[config.mk]
export PLATFORM = sky130hd
export DESIGN_NAME = eeprom_i2c_slave
export DESIGN_NICKNAME = d
export VERILOG_FILES = /design/src/rtl/ee_slv_pkg.sv /design/src/rtl/ee_slv_sync.sv /design/src/rtl/ee_slv_mem.sv /design/src/rtl/ee_slv_ctrl.sv /design/src/rtl/eeprom_i2c_slave.sv
export SDC_FILE = /design/constraint.sdc
export NUM_CORES = 1
export LEC_CHECK = 0
export ABC_AREA = 0
export BUFFER_PORTS_ARGS = -buffer_cell sky130_fd_sc_hd__buf_2
export CAP_MARGIN = 30
export CORE_ASPECT_RATIO = 0.8
export CORE_MARGIN = 2
export CORE_UTILIZATION = 36
export DETAILED_ROUTE_END_ITERATION = 8
export PLACE_DENSITY = 0.52
export SLEW_MARGIN = 20
export SYNTH_ARGS = -nofsm -noshare
export SYNTH_HDL_FRONTEND = slang
export SYNTH_HIERARCHICAL = 1
export SYNTH_SLANG_ARGS = --single-unit
[constraint.sdc]
create_clock -name clk -period 3.86 [get_ports clk]
set_input_delay 0.193 -clock clk [delete_from_list [all_inputs] [get_ports clk]]
set_output_delay 0.193 -clock clk [all_outputs]
set_load 0.01 [all_outputs]
[src/rtl/ee_slv_pkg.sv]
// Shared types for the serial memory slave.
package ee_slv_pkg;
    // Transfer phase of the slave controller.
    typedef enum logic [2:0] {
        ST_IDLE  = 3'd0,   // waiting for a start, bus ignored
        ST_DEV   = 3'd1,   // receiving the address byte
        ST_WORD  = 3'd2,   // receiving the word address
        ST_WDATA = 3'd3,   // receiving write data bytes
        ST_RDATA = 3'd4    // transmitting read data bytes
    } ee_state_e;
endpackage

[src/rtl/ee_slv_sync.sv]
// Synchroniser and bus event detector.
// Brings SCL and SDA into the clk domain through STAGES flops each. It then
// flags SCL edges and start/stop conditions by comparing with the previous
// synchronised level. Assumes the bus is much slower than clk and that both
// lines idle high.
module ee_slv_sync #(
    parameter int STAGES = 2
) (
    input  logic clk,
    input  logic rst_n,
    input  logic scl_i,
    input  logic sda_i,
    output logic scl_s_o,
    output logic sda_s_o,
    output logic scl_rise_o,
    output logic scl_fall_o,
    output logic start_o,
    output logic stop_o
);
    logic [STAGES-1:0] scl_pipe_q;
    logic [STAGES-1:0] sda_pipe_q;
    logic              scl_d_q;
    logic              sda_d_q;

    genvar g;
    generate
        for (g = 0; g < STAGES; g++) begin : g_stage
            if (g == 0) begin : g_first
                // First flop of each line samples the raw pin.
                always_ff @(posedge clk) begin
                    if (!rst_n) begin
                        scl_pipe_q[0] <= 1'b1;
                        sda_pipe_q[0] <= 1'b1;
                    end else begin
                        scl_pipe_q[0] <= scl_i;
                        sda_pipe_q[0] <= sda_i;
                    end
                end
            end else begin : g_next
                // Later flops pass the level along the chain.
                always_ff @(posedge clk) begin
                    if (!rst_n) begin
                        scl_pipe_q[g] <= 1'b1;
                        sda_pipe_q[g] <= 1'b1;
                    end else begin
                        scl_pipe_q[g] <= scl_pipe_q[g-1];
                        sda_pipe_q[g] <= sda_pipe_q[g-1];
                    end
                end
            end
        end
    endgenerate

    // Keep the previous synchronised level for edge detection.
    always_ff @(posedge clk) begin
        if (!rst_n) begin
            scl_d_q <= 1'b1;
            sda_d_q <= 1'b1;
        end else begin
            scl_d_q <= scl_pipe_q[STAGES-1];
            sda_d_q <= sda_pipe_q[STAGES-1];
        end
    end

    // Decode edges and start/stop from current and previous levels.
    always_comb begin
        scl_s_o    = scl_pipe_q[STAGES-1];
        sda_s_o    = sda_pipe_q[STAGES-1];
        scl_rise_o = scl_s_o & ~scl_d_q;
        scl_fall_o = ~scl_s_o & scl_d_q;
        start_o    = scl_s_o & scl_d_q & sda_d_q & ~sda_s_o;
        stop_o     = scl_s_o & scl_d_q & ~sda_d_q & sda_s_o;
    end

    AST_COND_EXCL: assert property (@(posedge clk) disable iff (!rst_n)
        !(start_o && stop_o));
    AST_START_SCL_HIGH: assert property (@(posedge clk) disable iff (!rst_n)
        (start_o || stop_o) |-> !scl_rise_o && !scl_fall_o);
endmodule

[src/rtl/ee_slv_mem.sv]
// Storage array with a write-protect gate.
// DEPTH words of 8 bits with one write port and an asynchronous read port.
// A write request is dropped whenever wp_i is high. Assumes
// DEPTH == 2**AW. The array has no reset; contents are undefined until
// written.
module ee_slv_mem #(
    parameter int DEPTH = 128,
    parameter int AW    = $clog2(DEPTH)
) (
    input  logic          clk,
    input  logic          rst_n,
    input  logic          wp_i,
    input  logic          we_i,
    input  logic [AW-1:0] waddr_i,
    input  logic [7:0]    wdata_i,
    input  logic [AW-1:0] raddr_i,
    output logic [7:0]    rdata_o
);
    logic [7:0] mem_q [DEPTH];

    // Store a byte unless write protect is asserted.
    always_ff @(posedge clk) begin
        if (we_i && !wp_i) begin
            mem_q[waddr_i] <= wdata_i;
        end
    end

    // Read the addressed word without a clock.
    assign rdata_o = mem_q[raddr_i];

    AST_WP_HOLDS: assert property (@(posedge clk) disable iff (!rst_n)
        $past(we_i && wp_i) |-> (mem_q[$past(waddr_i)] === $past(mem_q[waddr_i])));
    AST_WR_LANDS: assert property (@(posedge clk) disable iff (!rst_n)
        $past(we_i && !wp_i) |-> (mem_q[$past(waddr_i)] === $past(wdata_i)));
endmodule

[src/rtl/ee_slv_ctrl.sv]
// Bus protocol controller for the serial memory slave.
// Follows start/stop, shifts bytes in on SCL rises and out on SCL falls,
// and runs the acknowledge clock. It also keeps the word pointer. All
// outputs are registered. Assumes the edge and condition pulses come from
// ee_slv_sync and last one clk each.
module ee_slv_ctrl
    import ee_slv_pkg::*;
#(
    parameter int          AW       = 7,
    parameter logic [6:0]  DEV_ADDR = 7'b1010000
) (
    input  logic          clk,
    input  logic          rst_n,
    input  logic          sda_s_i,
    input  logic          scl_rise_i,
    input  logic          scl_fall_i,
    input  logic          start_i,
    input  logic          stop_i,
    input  logic [7:0]    rdata_i,
    output logic          we_o,
    output logic [AW-1:0] waddr_o,
    output logic [7:0]    wdata_o,
    output logic [AW-1:0] ptr_o,
    output logic          sda_oe_o
);
    localparam logic [3:0] ACK_SLOT = 4'd8;

    ee_state_e     state_q;
    logic [3:0]    bit_cnt_q;
    logic          in_ack_q;
    logic [7:0]    shift_q;
    logic [AW-1:0] ptr_q;
    logic          sda_oe_q;
    logic          we_q;
    logic [AW-1:0] waddr_q;
    logic [7:0]    wdata_q;
    logic          receiving;
    logic          byte_full;

    // Receive phases share one shift and acknowledge path.
    always_comb begin
        receiving = (state_q == ST_DEV) || (state_q == ST_WORD) || (state_q == ST_WDATA);
        byte_full = (bit_cnt_q == ACK_SLOT);
    end

    // Main protocol sequencer; start and stop override every phase.
    always_ff @(posedge clk) begin
        if (!rst_n) begin
            state_q   <= ST_IDLE;
            bit_cnt_q <= '0;
            in_ack_q  <= 1'b0;
            shift_q   <= '0;
            ptr_q     <= '0;
            sda_oe_q  <= 1'b0;
            we_q      <= 1'b0;
            waddr_q   <= '0;
            wdata_q   <= '0;
        end else begin
            we_q <= 1'b0;
            if (start_i) begin
                state_q   <= ST_DEV;
                bit_cnt_q <= '0;
                in_ack_q  <= 1'b0;
                sda_oe_q  <= 1'b0;
            end else if (stop_i) begin
                state_q   <= ST_IDLE;
                bit_cnt_q <= '0;
                in_ack_q  <= 1'b0;
                sda_oe_q  <= 1'b0;
            end else if (receiving) begin
                if (scl_rise_i && !in_ack_q && !byte_full) begin
                    shift_q   <= {shift_q[6:0], sda_s_i};
                    bit_cnt_q <= bit_cnt_q + 4'd1;
                end else if (scl_fall_i && byte_full && !in_ack_q) begin
                    in_ack_q <= 1'b1;
                    unique case (state_q)
                        ST_DEV: begin
                            if (shift_q[7:1] == DEV_ADDR) begin
                                sda_oe_q <= 1'b1;
                            end else begin
                                state_q   <= ST_IDLE;
                                in_ack_q  <= 1'b0;
                                bit_cnt_q <= '0;
                            end
                        end
                        ST_WORD: begin
                            sda_oe_q <= 1'b1;
                            ptr_q    <= shift_q[AW-1:0];
                        end
                        default: begin
                            sda_oe_q <= 1'b1;
                            we_q     <= 1'b1;
                            waddr_q  <= ptr_q;
                            wdata_q  <= shift_q;
                            ptr_q    <= ptr_q + 1'b1;
                        end
                    endcase
                end else if (scl_fall_i && in_ack_q) begin
                    in_ack_q  <= 1'b0;
                    bit_cnt_q <= '0;
                    sda_oe_q  <= 1'b0;
                    if (state_q == ST_DEV) begin
                        if (shift_q[0]) begin
                            state_q  <= ST_RDATA;
                            shift_q  <= rdata_i;
                            sda_oe_q <= ~rdata_i[7];
                        end else begin
                            state_q <= ST_WORD;
                        end
                    end else if (state_q == ST_WORD) begin
                        state_q <= ST_WDATA;
                    end
                end
            end else if (state_q == ST_RDATA) begin
                if (scl_rise_i && !in_ack_q && !byte_full) begin
                    bit_cnt_q <= bit_cnt_q + 4'd1;
                end else if (scl_fall_i && !in_ack_q && !byte_full && bit_cnt_q != 4'd0) begin
                    shift_q  <= {shift_q[6:0], 1'b0};
                    sda_oe_q <= ~shift_q[6];
                end else if (scl_fall_i && !in_ack_q && byte_full) begin
                    sda_oe_q <= 1'b0;
                    in_ack_q <= 1'b1;
                    ptr_q    <= ptr_q + 1'b1;
                end else if (scl_rise_i && in_ack_q && sda_s_i) begin
                    state_q   <= ST_IDLE;
                    in_ack_q  <= 1'b0;
                    bit_cnt_q <= '0;
                end else if (scl_fall_i && in_ack_q) begin
                    in_ack_q  <= 1'b0;
                    bit_cnt_q <= '0;
                    shift_q   <= rdata_i;
                    sda_oe_q  <= ~rdata_i[7];
                end
            end
        end
    end

    // Drive the outputs from registers only.
    always_comb begin
        we_o     = we_q;
        waddr_o  = waddr_q;
        wdata_o  = wdata_q;
        ptr_o    = ptr_q;
        sda_oe_o = sda_oe_q;
    end

    AST_START_REARM: assert property (@(posedge clk) disable iff (!rst_n)
        start_i |=> (state_q == ST_DEV && bit_cnt_q == 4'd0 && !sda_oe_q));
    AST_STOP_IDLE: assert property (@(posedge clk) disable iff (!rst_n)
        (stop_i && !start_i) |=> (state_q == ST_IDLE && !sda_oe_q));
    AST_OE_AFTER_FALL: assert property (@(posedge clk) disable iff (!rst_n)
        !$stable(sda_oe_q) |-> $past(scl_fall_i || start_i || stop_i));
    AST_IDLE_SILENT: assert property (@(posedge clk) disable iff (!rst_n)
        (state_q == ST_IDLE) |-> !sda_oe_q);
    AST_BITCNT_MAX: assert property (@(posedge clk) disable iff (!rst_n)
        bit_cnt_q <= ACK_SLOT);
    AST_WE_ONE_SHOT: assert property (@(posedge clk) disable iff (!rst_n)
        we_q |=> !we_q);
endmodule

[src/rtl/eeprom_i2c_slave.sv]
// Top of the two-wire serial memory slave.
// Connects the bus synchroniser, the protocol controller and the protected
// storage array. The bus data line is open drain: sda_oe_o high pulls it
// low, and the resolved line comes back on sda_i. Reset is synchronous and
// active low.
module eeprom_i2c_slave #(
    parameter int         DEPTH       = 128,
    parameter int         SYNC_STAGES = 2,
    parameter logic [6:0] DEV_ADDR    = 7'b1010000
) (
    input  logic clk,
    input  logic rst_n,
    input  logic scl_i,
    input  logic sda_i,
    input  logic wp_i,
    output logic sda_oe_o
);
    localparam int AW = $clog2(DEPTH);

    logic          scl_s;
    logic          sda_s;
    logic          scl_rise;
    logic          scl_fall;
    logic          start_c;
    logic          stop_c;
    logic          we;
    logic [AW-1:0] waddr;
    logic [7:0]    wdata;
    logic [AW-1:0] ptr;
    logic [7:0]    rdata;
    logic          unused_scl;

    assign unused_scl = scl_s;

    ee_slv_sync #(.STAGES(SYNC_STAGES)) u_sync (
        .clk        (clk),
        .rst_n      (rst_n),
        .scl_i      (scl_i),
        .sda_i      (sda_i),
        .scl_s_o    (scl_s),
        .sda_s_o    (sda_s),
        .scl_rise_o (scl_rise),
        .scl_fall_o (scl_fall),
        .start_o    (start_c),
        .stop_o     (stop_c)
    );

    ee_slv_ctrl #(.AW(AW), .DEV_ADDR(DEV_ADDR)) u_ctrl (
        .clk        (clk),
        .rst_n      (rst_n),
        .sda_s_i    (sda_s),
        .scl_rise_i (scl_rise),
        .scl_fall_i (scl_fall),
        .start_i    (start_c),
        .stop_i     (stop_c),
        .rdata_i    (rdata),
        .we_o       (we),
        .waddr_o    (waddr),
        .wdata_o    (wdata),
        .ptr_o      (ptr),
        .sda_oe_o   (sda_oe_o)
    );

    ee_slv_mem #(.DEPTH(DEPTH), .AW(AW)) u_mem (
        .clk     (clk),
        .rst_n   (rst_n),
        .wp_i    (wp_i),
        .we_i    (we),
        .waddr_i (waddr),
        .wdata_i (wdata),
        .raddr_i (ptr),
        .rdata_o (rdata)
    );

    AST_RESET_RELEASED: assert property (@(posedge clk)
        !rst_n |=> !sda_oe_o);
endmodule

==> results.sh, run 1 <==
export IMPL_drc_errors=0
export IMPL_ir_drop_v=0.000425
export IMPL_rows=112
export IMPL_clk_latency_ns=0.73
export IMPL_crit_slowest_cell="mux4_2"
export IMPL_fp_dieH_um=310
export IMPL_grt_setup_unrepaired="false"
export IMPL_syn_to_final_growth_pct=14.6
export IMPL_cts_htree_levels=3
export IMPL_power_density_nw_per_um2=476
export IMPL_internal_power_mw=18.4
export IMPL_pre_cts_slack_ns=0.352
export IMPL_slew_headroom_pct=35.4
export IMPL_max_freq_mhz=285
export IMPL_io_pins=6
export IMPL_final_cell_mix="edfxtp_1 (1024), mux4_2 (336), nor2_1 (144)"
export IMPL_die_x_um=386
export IMPL_mostFrequentLayoutCell="edfxtp_1"
export IMPL_grt_pass1_vias=20305
export IMPL_critical_path_max_stage_delay_ns=0.58
export IMPL_synthCells=1915
export IMPL_cts_sinks=1070
export IMPL_synth_area_um2=42100
export IMPL_status="completed"
export IMPL_vias=20256
export IMPL_min_path_type="input port to register"
export IMPL_grt_first_pass_wirelength_um=152000
export IMPL_path_delay_family="multiplexers"
export IMPL_dieArea_um2=120000
export IMPL_yosysSeqAreaShare_pct=75.3
export IMPL_start_util_pct=36.2
export IMPL_end_kind="register"
export IMPL_post_cts_setup_buffer_count=0
export IMPL_tightestPinTransition_ns=0.965
export IMPL_core_area_um2=116000
export IMPL_cts_tree="done"
export IMPL_reg2reg_slack_ns=0.35
export IMPL_yosys_most_used_dff="edfxtp_1"
export IMPL_first_pass_iters=5
export IMPL_drtIter0Drc=2436
export IMPL_cp_data_arrival_time_ns=4.15
export IMPL_path_max_fanout=20
export IMPL_synthArstFlopShare_pct=0
export IMPL_cp_required_ns=4.50
export IMPL_finalCritPeriodShare_pct=90.9
export IMPL_finalWorstSetupSlack_ns=0.350
export IMPL_period_minus_slack_ns=3.51
export IMPL_fin_skew_ns=0.0598
export IMPL_root_buffer="clkbuf_16"
export IMPL_cts_resized=0
export IMPL_overflow=0
export IMPL_path_class="register to register"
export IMPL_crit_buf_inv=2
export IMPL_ys_warnings_count=6
export IMPL_cp_cell_sequence="buf_4, buf_12, mux4_2, mux4_2, mux4_2, mux2_2, nor3_1, o311ai_0, mux2i_1"
export IMPL_avgViaCountPerCell=5.53
export IMPL_max_cap_violations=0
export IMPL_hpwl_um=65500
export IMPL_combPwrFrac_pct=0.2
export IMPL_nets=2045
export IMPL_final_util_pct=41.5
export IMPL_clockPowerShare_pct=45.2
export IMPL_routedWlPerCell_um=28.7
export IMPL_portBuffers=5
export IMPL_slew_viol_final=0
export IMPL_setup_viol=0
export IMPL_wl_um=105000
export IMPL_p_leak_nw=14.6
export IMPL_ant_nets=0
export IMPL_grtUsageTotal_pct=17.8
export IMPL_clockBufferDepth=3
export IMPL_cts_made_buffers=107
export IMPL_synth_edf_count=1024
export IMPL_gp_congestion=0.810
export IMPL_grt_max_degree=130
export IMPL_p_seq_share_pct=54.6
export IMPL_total_power_mw=22.9
export IMPL_setup_tns_final_ns=0
export IMPL_yosysUniqueCellTypes=68
export IMPL_crit_top_cell="mux4_2"
export IMPL_p_sw_share_pct=19.6
export IMPL_start_kind="register"
export IMPL_p_switching_mw=4.50
export IMPL_finalHoldViolCount=0
export IMPL_antenna_found_initial=2
export IMPL_drive_gt1_share_pct=30.1
export IMPL_avgSynthCellArea_um2=22.0
export IMPL_synth_nets=1923
export IMPL_ys_ff_latch=1070
export IMPL_clkSlewWorstSetupHoldPaths_ns=0.06
## per-layer routing
metal	wire length [um]	vias to the layer above	track usage, %
li1	-	8311	-
met3	6940	107	3.32
met4	1570	0	3.14
met1	50400	11114	28.3
met5	0	-	0
met2	46300	724	25.8
## registers in the layout (all words and copies together) (netlist names)
signal and flops:
u_ctrl/bit_cnt_q 4, u_ctrl/in_ack_q 1, u_ctrl/ptr_o 7, u_ctrl/sda_oe_o 1, u_ctrl/shift_q 8, u_ctrl/state_q 3, u_ctrl/waddr_o 7, u_ctrl/wdata_o 8
u_ctrl/we_o 1, u_mem/mem_q 1024, u_sync/scl_d_q 1, u_sync/scl_pipe_q 1, u_sync/scl_s_o 1, u_sync/sda_d_q 1, u_sync/sda_pipe_q 1, u_sync/sda_s_o 1
## power by group through the flow
stage	clock, mW	combinational (mW)	sequential (mW)
finish	10.4	0.0557	12.5
global route	11.0	0.0595	12.5
CTS	10.6	0.0545	12.5
detailed placement	0	0.0519	12.8
global placement	0	0.0523	12.8
floorplan	0	0.0369	12.8
## Yosys cell counts, drive strengths merged (9+ instances only)
| library cell | n | area share, % |
|---|---|---|
| a21boi | 12 | 0.21 |
| dfxtp | 46 | 2.2 |
| inv | 9 | 0.080 |
| nor2b | 27 | 0.40 |
| mux4 | 336 | 18 |
| mux2i | 25 | 0.59 |
| nand3 | 18 | 0.21 |
| nor2 | 146 | 1.3 |
| edfxtp | 1024 | 73 |
| o21ai | 24 | 0.29 |
| clkbuf | 47 | 0.42 |
| buf | 52 | 0.68 |
| a21oi | 10 | 0.15 |
| nand2b | 12 | 0.20 |
| nand2 | 40 | 0.36 |
## final timing paths
kind,from,to,cells after the start
max,u_ctrl/ptr_o[0]$_SDFFE_PN0P_,u_ctrl/sda_oe_o$_SDFFE_PP0P_,9
min,scl_i,u_sync/scl_pipe_q[0]$_SDFF_PN1_,3
max reg2reg,u_ctrl/ptr_o[0]$_SDFFE_PN0P_,u_ctrl/sda_oe_o$_SDFFE_PP0P_,9
min reg2reg,u_sync/sda_pipe_q[0]$_SDFF_PN1_,u_sync/sda_s_o$_SDFF_PN1_,1
## metrics by stage
step / cell area [um^2] / hold slack [ns] / instances
4_1_cts: 48100 / 0.192 / 3652
3_3_place_gp: 44400 / 0.404 / 3432
6_report: 48200 / 0.242 / 3665
2_1_floorplan: 42100 / 0.266 / 1915
5_1_grt: 48200 / 0.203 / 3664
3_5_place_dp: 44600 / 0.397 / 3452
## layout make-up
type / count / area, um^2
Antenna cell: 1 / 2.50
Clock buffer: 139 / 2890
Clock inverter: 58 / 597
Fill cell: 10110 / 68100
Inverter: 9 / 33.8
Multi-Input combinational cell: 737 / 9900
Sequential cell: 1070 / 31700
Tap cell: 1539 / 1930
Timing Repair Buffer: 112 / 1160
## worst register-to-register path, cell delays in order (launching register included)
cell and delay [ns]:
dfxtp_4 0.42, buf_4 0.23, buf_12 0.23, mux4_2 0.61
mux4_2 0.54, mux4_2 0.51, mux2_2 0.34, nor3_1 0.21
o311ai_0 0.17, mux2i_1 0.18
## repair_timing
| action | CTS | global route |
|---|---|---|
| endpoints found under the hold margin | 3 | 0 |
| endpoints found under the setup margin | 0 | 0 |
| hold buffers | 3 | 0 |
## cell families after synthesis
| group | Yosys count | share of synthesized area (%) |
|---|---|---|
| AND/OR/NAND/NOR | 289 | 3.36 |
| XOR/XNOR | 1 | 0.0208 |
| adder cells (fa/ha/maj) | 3 | 0.0892 |
| AO/OA/AOI/OAI | 75 | 1.26 |
| buffers and inverters | 108 | 1.18 |
| flip-flops | 1070 | 75.3 |
| multiplexers | 369 | 18.8 |
(Power assumes the default switching activity.)
==> run 2, diff against run 1 <==
REMOVE_ABC_BUFFERS = 1   (was not set)
==> results.sh, run 2 (synthesized netlist as in run 1, its figures left out) <==
export IMPL_fin_cells=3657
export IMPL_hold_start="rst_n"
export IMPL_slew_headroom_pct=34.7
export IMPL_first_pass_iters=5
export IMPL_reg2reg_slack_ns=0.34
export IMPL_nets=2036
export IMPL_antenna_found_initial=8
export IMPL_tightestPinTransition_ns=0.976
export IMPL_power_density_nw_per_um2=474
export IMPL_portBuffers=5
export IMPL_final_util_pct=41.3
export IMPL_drtIter0Drc=2183
export IMPL_finalHoldViolCount=0
export IMPL_die_x_um=386
export IMPL_ir_drop_v=0.000299
export IMPL_rr_startpoint="u_ctrl/ptr_o[0]$_SDFFE_PN0P_"
export IMPL_routedWlPerCell_um=28.3
export IMPL_fp_dieH_um=310
export IMPL_grt_first_pass_wirelength_um=150000
export IMPL_cp_required_ns=4.45
export IMPL_grt_setup_unrepaired="false"
export IMPL_vias=20053
export IMPL_io_pins=6
export IMPL_path_class="register to register"
export IMPL_grt_max_degree=99
export IMPL_fin_skew_ns=0.0282
export IMPL_drive_gt1_share_pct=29.2
export IMPL_clockBufferDepth=3
export IMPL_rows=112
export IMPL_placed_cells=3444
export IMPL_finalCritPeriodShare_pct=91.1
export IMPL_grt_pass1_vias=20513
export IMPL_total_power_mw=22.8
export IMPL_syn_to_final_growth_pct=14.3
export IMPL_largest_register="u_mem/mem_q"
export IMPL_mostFrequentLayoutCell="edfxtp_1"
export IMPL_wl_um=103000
export IMPL_clkSlewWorstSetupHoldPaths_ns=0.07
export IMPL_period_minus_slack_ns=3.52
export IMPL_largest_reg_flops=1024
export IMPL_drc_errors=0
export IMPL_ant_nets=0
export IMPL_p_leak_nw=14.5
export IMPL_start_util_pct=36.2
export IMPL_slew_viol_final=0
export IMPL_dieArea_um2=120000
export IMPL_max_freq_mhz=284
export IMPL_hpwl_um=64800
export IMPL_min_path_type="input port to register"
export IMPL_r2r_cells=9
export IMPL_cts_tree="done"
export IMPL_root_buffer="clkbuf_16"
export IMPL_holdPathStages=3
export IMPL_r2r_end="u_ctrl/shift_q[6]$_SDFFE_PN0P_"
export IMPL_clk_latency_ns=0.71
export IMPL_setup_viol=0
export IMPL_avgViaCountPerCell=5.48
export IMPL_status="completed"
export IMPL_final_cell_mix="edfxtp_1 (1024), mux4_2 (336), nor2_1 (144)"
export IMPL_overflow=0
export IMPL_cts_sinks=1070
export IMPL_min_to="u_sync/scl_s_o$_SDFF_PN1_"
export IMPL_max_cap_violations=0
export IMPL_gp_congestion=0.830
export IMPL_core_area_um2=116000
export IMPL_grtUsageTotal_pct=17.6
export IMPL_setup_tns_final_ns=0
export IMPL_cts_htree_levels=3
export IMPL_path_max_fanout=27
export IMPL_cts_made_buffers=106
export IMPL_start_kind="register"
export IMPL_cp_data_arrival_time_ns=4.11
export IMPL_end_kind="register"
[run 2: how the worst max path moves through the flow]
stage / start / endpoint / slack (ns) / cells past startpoint
2_1_floorplan: u_ctrl/ptr_o[0]$_SDFFE_PN0P_ / u_ctrl/sda_oe_o$_SDFFE_PP0P_ / -9.02 / 7
3_3_place_gp: u_ctrl/ptr_o[0]$_SDFFE_PN0P_ / u_ctrl/shift_q[6]$_SDFFE_PN0P_ / 0.28 / 9
3_5_place_dp: u_ctrl/ptr_o[0]$_SDFFE_PN0P_ / u_ctrl/shift_q[6]$_SDFFE_PN0P_ / 0.31 / 9
4_1_cts: u_ctrl/ptr_o[0]$_SDFFE_PN0P_ / u_ctrl/shift_q[6]$_SDFFE_PN0P_ / 0.28 / 9
5_1_grt: u_ctrl/ptr_o[0]$_SDFFE_PN0P_ / u_ctrl/shift_q[6]$_SDFFE_PN0P_ / 0.13 / 9
6_report: u_ctrl/ptr_o[0]$_SDFFE_PN0P_ / u_ctrl/shift_q[6]$_SDFFE_PN0P_ / 0.34 / 9
[run 2: metrics by stage]
stage / setup WS [ns] / hold WS, ns / area (um^2)
after floorplan: -9.02 / 0.266 / 41600
after detailed placement: 0.310 / 0.384 / 44500
after CTS: 0.285 / 0.289 / 48000
after global placement: 0.279 / 0.383 / 44500
final: 0.342 / 0.336 / 48100
after global routing: 0.135 / 0.333 / 48100
[run 2: layer usage]
metal / part of all wire (%) / track usage (%)
met5: 0 / 0
met4: 2.1 / 4.46
met3: 7.1 / 3.89
met2: 44 / 25.3
met1: 47 / 27.0
[run 2: worst max-delay path, stage by stage (launching register included)]
cell	delay [ns]
dfxtp_4	0.48
buf_12	0.28
buf_4	0.35
mux4_2	0.54
mux4_2	0.49
mux4_2	0.47
mux2_2	0.28
a21boi_0	0.12
o21ai_0	0.23
mux2i_1	0.10
[run 2: area by class of cell]
| type | count | area (um^2) |
|---|---|---|
| Clock inverter | 64 | 598 |
| Clock buffer | 133 | 2820 |
| Sequential cell | 1070 | 31700 |
| Timing Repair Buffer | 104 | 1080 |
| Inverter | 9 | 33.8 |
| Antenna cell | 1 | 2.50 |
| Fill cell | 10166 | 68200 |
| Tap cell | 1539 | 1930 |
| Multi-Input combinational cell | 737 | 9900 |
[run 2: power by group]
| part | switching (mW) | internal [mW] |
|---|---|---|
| Sequential | 0.00460 | 12.5 |
| Combinational | 0.0369 | 0.0192 |
| Clock | 4.36 | 5.83 |
[run 2: what timing repair did]
item	4_1_cts	5_1_grt
endpoints found under the hold margin	7	0
hold buffers	5	0
buffers inserted	0	0
resized for setup	0	0
==> run 3, diff against run 2 <==
==> constraint.sdc (replaced) <==
create_clock -name clk -period 3.86 [get_ports clk]
set_input_delay 0.386 -clock clk [delete_from_list [all_inputs] [get_ports clk]]
set_output_delay 0.386 -clock clk [all_outputs]
set_load 0.01 [all_outputs]
==> results.sh, run 3 (synthesized netlist as in run 1, its figures left out) <==
export IMPL_grt_setup_unrepaired="false"
export IMPL_tightestPinTransition_ns=0.969
export IMPL_grtUsageTotal_pct=17.5
export IMPL_p_sw_share_pct=19.5
export IMPL_startpoint="u_ctrl/ptr_o[0]$_SDFFE_PN0P_"
export IMPL_final_cell_mix="edfxtp_1 (1024), mux4_2 (336), nor2_1 (144)"
export IMPL_setup_tns_final_ns=0
export IMPL_min_to="u_sync/scl_s_o$_SDFF_PN1_"
export IMPL_power_density_nw_per_um2=463
export IMPL_period_minus_slack_ns=3.52
export IMPL_wl_um=104000
export IMPL_grt_max_degree=92
export IMPL_internal_power_mw=17.9
export IMPL_core_area_um2=116000
export IMPL_routedWlPerCell_um=28.4
export IMPL_vias=20235
export IMPL_finalHoldViolCount=0
export IMPL_r2r_cells=9
export IMPL_max_cap_violations=0
export IMPL_avgViaCountPerCell=5.52
export IMPL_multi_input_comb_area_um2=9900
export IMPL_syn_to_final_growth_pct=14.0
export IMPL_clockBufferDepth=3
export IMPL_pre_cts_slack_ns=0.318
export IMPL_max_freq_mhz=284
export IMPL_nets=2047
export IMPL_finalWorstSetupSlack_ns=0.336
export IMPL_die_x_um=386
export IMPL_finalCritPeriodShare_pct=91.3
export IMPL_antenna_found_initial=6
export IMPL_cp_data_arrival_time_ns=4.10
export IMPL_fin_cells=3664
export IMPL_combPwrFrac_pct=0.2
export IMPL_clockPowerShare_pct=43.4
export IMPL_fill_cells=10119
export IMPL_total_power_mw=22.2
export IMPL_post_cts_setup_buffer_count=0
export IMPL_rows=112
export IMPL_start_kind="register"
export IMPL_portBuffers=5
export IMPL_first_pass_iters=6
export IMPL_holdPathStages=2
export IMPL_path_class="register to register"
export IMPL_fp_dieH_um=310
export IMPL_cts_made_buffers=103
export IMPL_ant_nets=0
export IMPL_path_max_fanout=22
export IMPL_io_pins=6
export IMPL_clkSlewWorstSetupHoldPaths_ns=0.06
export IMPL_status="completed"
export IMPL_clk_latency_ns=0.70
export IMPL_ir_drop_v=0.000333
export IMPL_largest_reg_flops=1024
export IMPL_dieArea_um2=120000
export IMPL_reg2reg_slack_ns=0.34
export IMPL_p_leak_nw=14.4
export IMPL_drive_gt1_share_pct=29.6
export IMPL_hold_start="rst_n"
export IMPL_cp_required_ns=4.43
export IMPL_cts_tree="done"
export IMPL_cts_sinks=1070
export IMPL_p_switching_mw=4.33
export IMPL_end_kind="register"
export IMPL_fin_skew_ns=0.0218
export IMPL_gp_congestion=0.860
export IMPL_overflow=0
export IMPL_grt_first_pass_wirelength_um=149000
export IMPL_placed_cells=3458
export IMPL_largest_register="u_mem/mem_q"
export IMPL_rr_startpoint="u_ctrl/ptr_o[0]$_SDFFE_PN0P_"
export IMPL_design_area_um2=48000
export IMPL_root_buffer="clkbuf_16"
export IMPL_grt_pass1_vias=20394
export IMPL_drtIter0Drc=2251
export IMPL_slew_viol_final=0
export IMPL_drc_errors=0
export IMPL_hold_slack_ns=0.220
export IMPL_slew_headroom_pct=35.2
export IMPL_min_path_type="input port to register"
export IMPL_start_util_pct=36.2
export IMPL_cts_htree_levels=3
export IMPL_ff_latch_area_um2=31700
export IMPL_mostFrequentLayoutCell="edfxtp_1"
export IMPL_hpwl_um=64700
export IMPL_p_seq_share_pct=56.4
export IMPL_r2r_end="u_ctrl/shift_q[5]$_SDFFE_PN0P_"
export IMPL_placedInstanceArea_um2=44700
export IMPL_setup_viol=0
export IMPL_final_util_pct=41.2
==> run 3: cell types whose count changed in the layout (fill, tap and decap cells not counted), sizes merged <==
cell,change
dlygate4sd3,-3
clkinv,-9
buf,+17
clkinvlp,+4
inv,+2
clkbuf,+1
bufinv,-5
==> run 3: worst max path at each step <==
| stage | end | slack, ns | cells after the start |
|---|---|---|---|
| 2_1_floorplan | u_ctrl/sda_oe_o$_SDFFE_PP0P_ | -9.02 | 7 |
| 3_3_place_gp | u_ctrl/shift_q[4]$_SDFFE_PN0P_ | 0.27 | 9 |
| 3_5_place_dp | u_ctrl/shift_q[5]$_SDFFE_PN0P_ | 0.32 | 9 |
| 4_1_cts | u_ctrl/shift_q[5]$_SDFFE_PN0P_ | 0.31 | 9 |
| 5_1_grt | u_ctrl/shift_q[4]$_SDFFE_PN0P_ | 0.20 | 9 |
| 6_report | u_ctrl/shift_q[5]$_SDFFE_PN0P_ | 0.34 | 9 |
==> run 3: area by class of cell <==
| type | instances | area share [%] |
|---|---|---|
| flip-flops and latches | 1070 | 66.1 |
| multi-input cells | 737 | 20.6 |
| clock buffers | 134 | 5.75 |
| well taps | 1539 | 4.01 |
| repair buffers | 118 | 2.57 |
| clock inverters | 56 | 0.848 |
| inverters | 9 | 0.0704 |
| diodes | 1 | 0.00522 |
==> run 3: power by group through the flow <==
stage	combinational [mW]	clock [mW]	sequential [mW]
final	0.0549	9.64	12.5
after global routing	0.0591	10.3	12.5
after CTS	0.0527	9.87	12.5
after detailed placement	0.0510	0	12.8
after global placement	0.0512	0	12.8
after floorplan	0.0296	0	12.8
==> run 3: metal layers <==
layer / track usage (%) / wire length, um
met5: 0 / 0
met4: 4.07 / 2070
met3: 3.53 / 7100
met2: 25.8 / 46200
met1: 26.7 / 48500
==> run 3: what timing repair did <==
item	in CTS	in global routing
resized for setup	0	0
hold endpoints to repair	2	0
hold buffers	2	0
==> run 3: critical path, stage by stage (launching register included) <==
cell and delay, ns:
dfxtp_4 0.53, buf_12 0.22, buf_12 0.24, mux4_2 0.59, mux4_2 0.56, mux4_2 0.51
mux2_2 0.27, a21boi_0 0.13, o21ai_0 0.22, mux2i_1 0.09
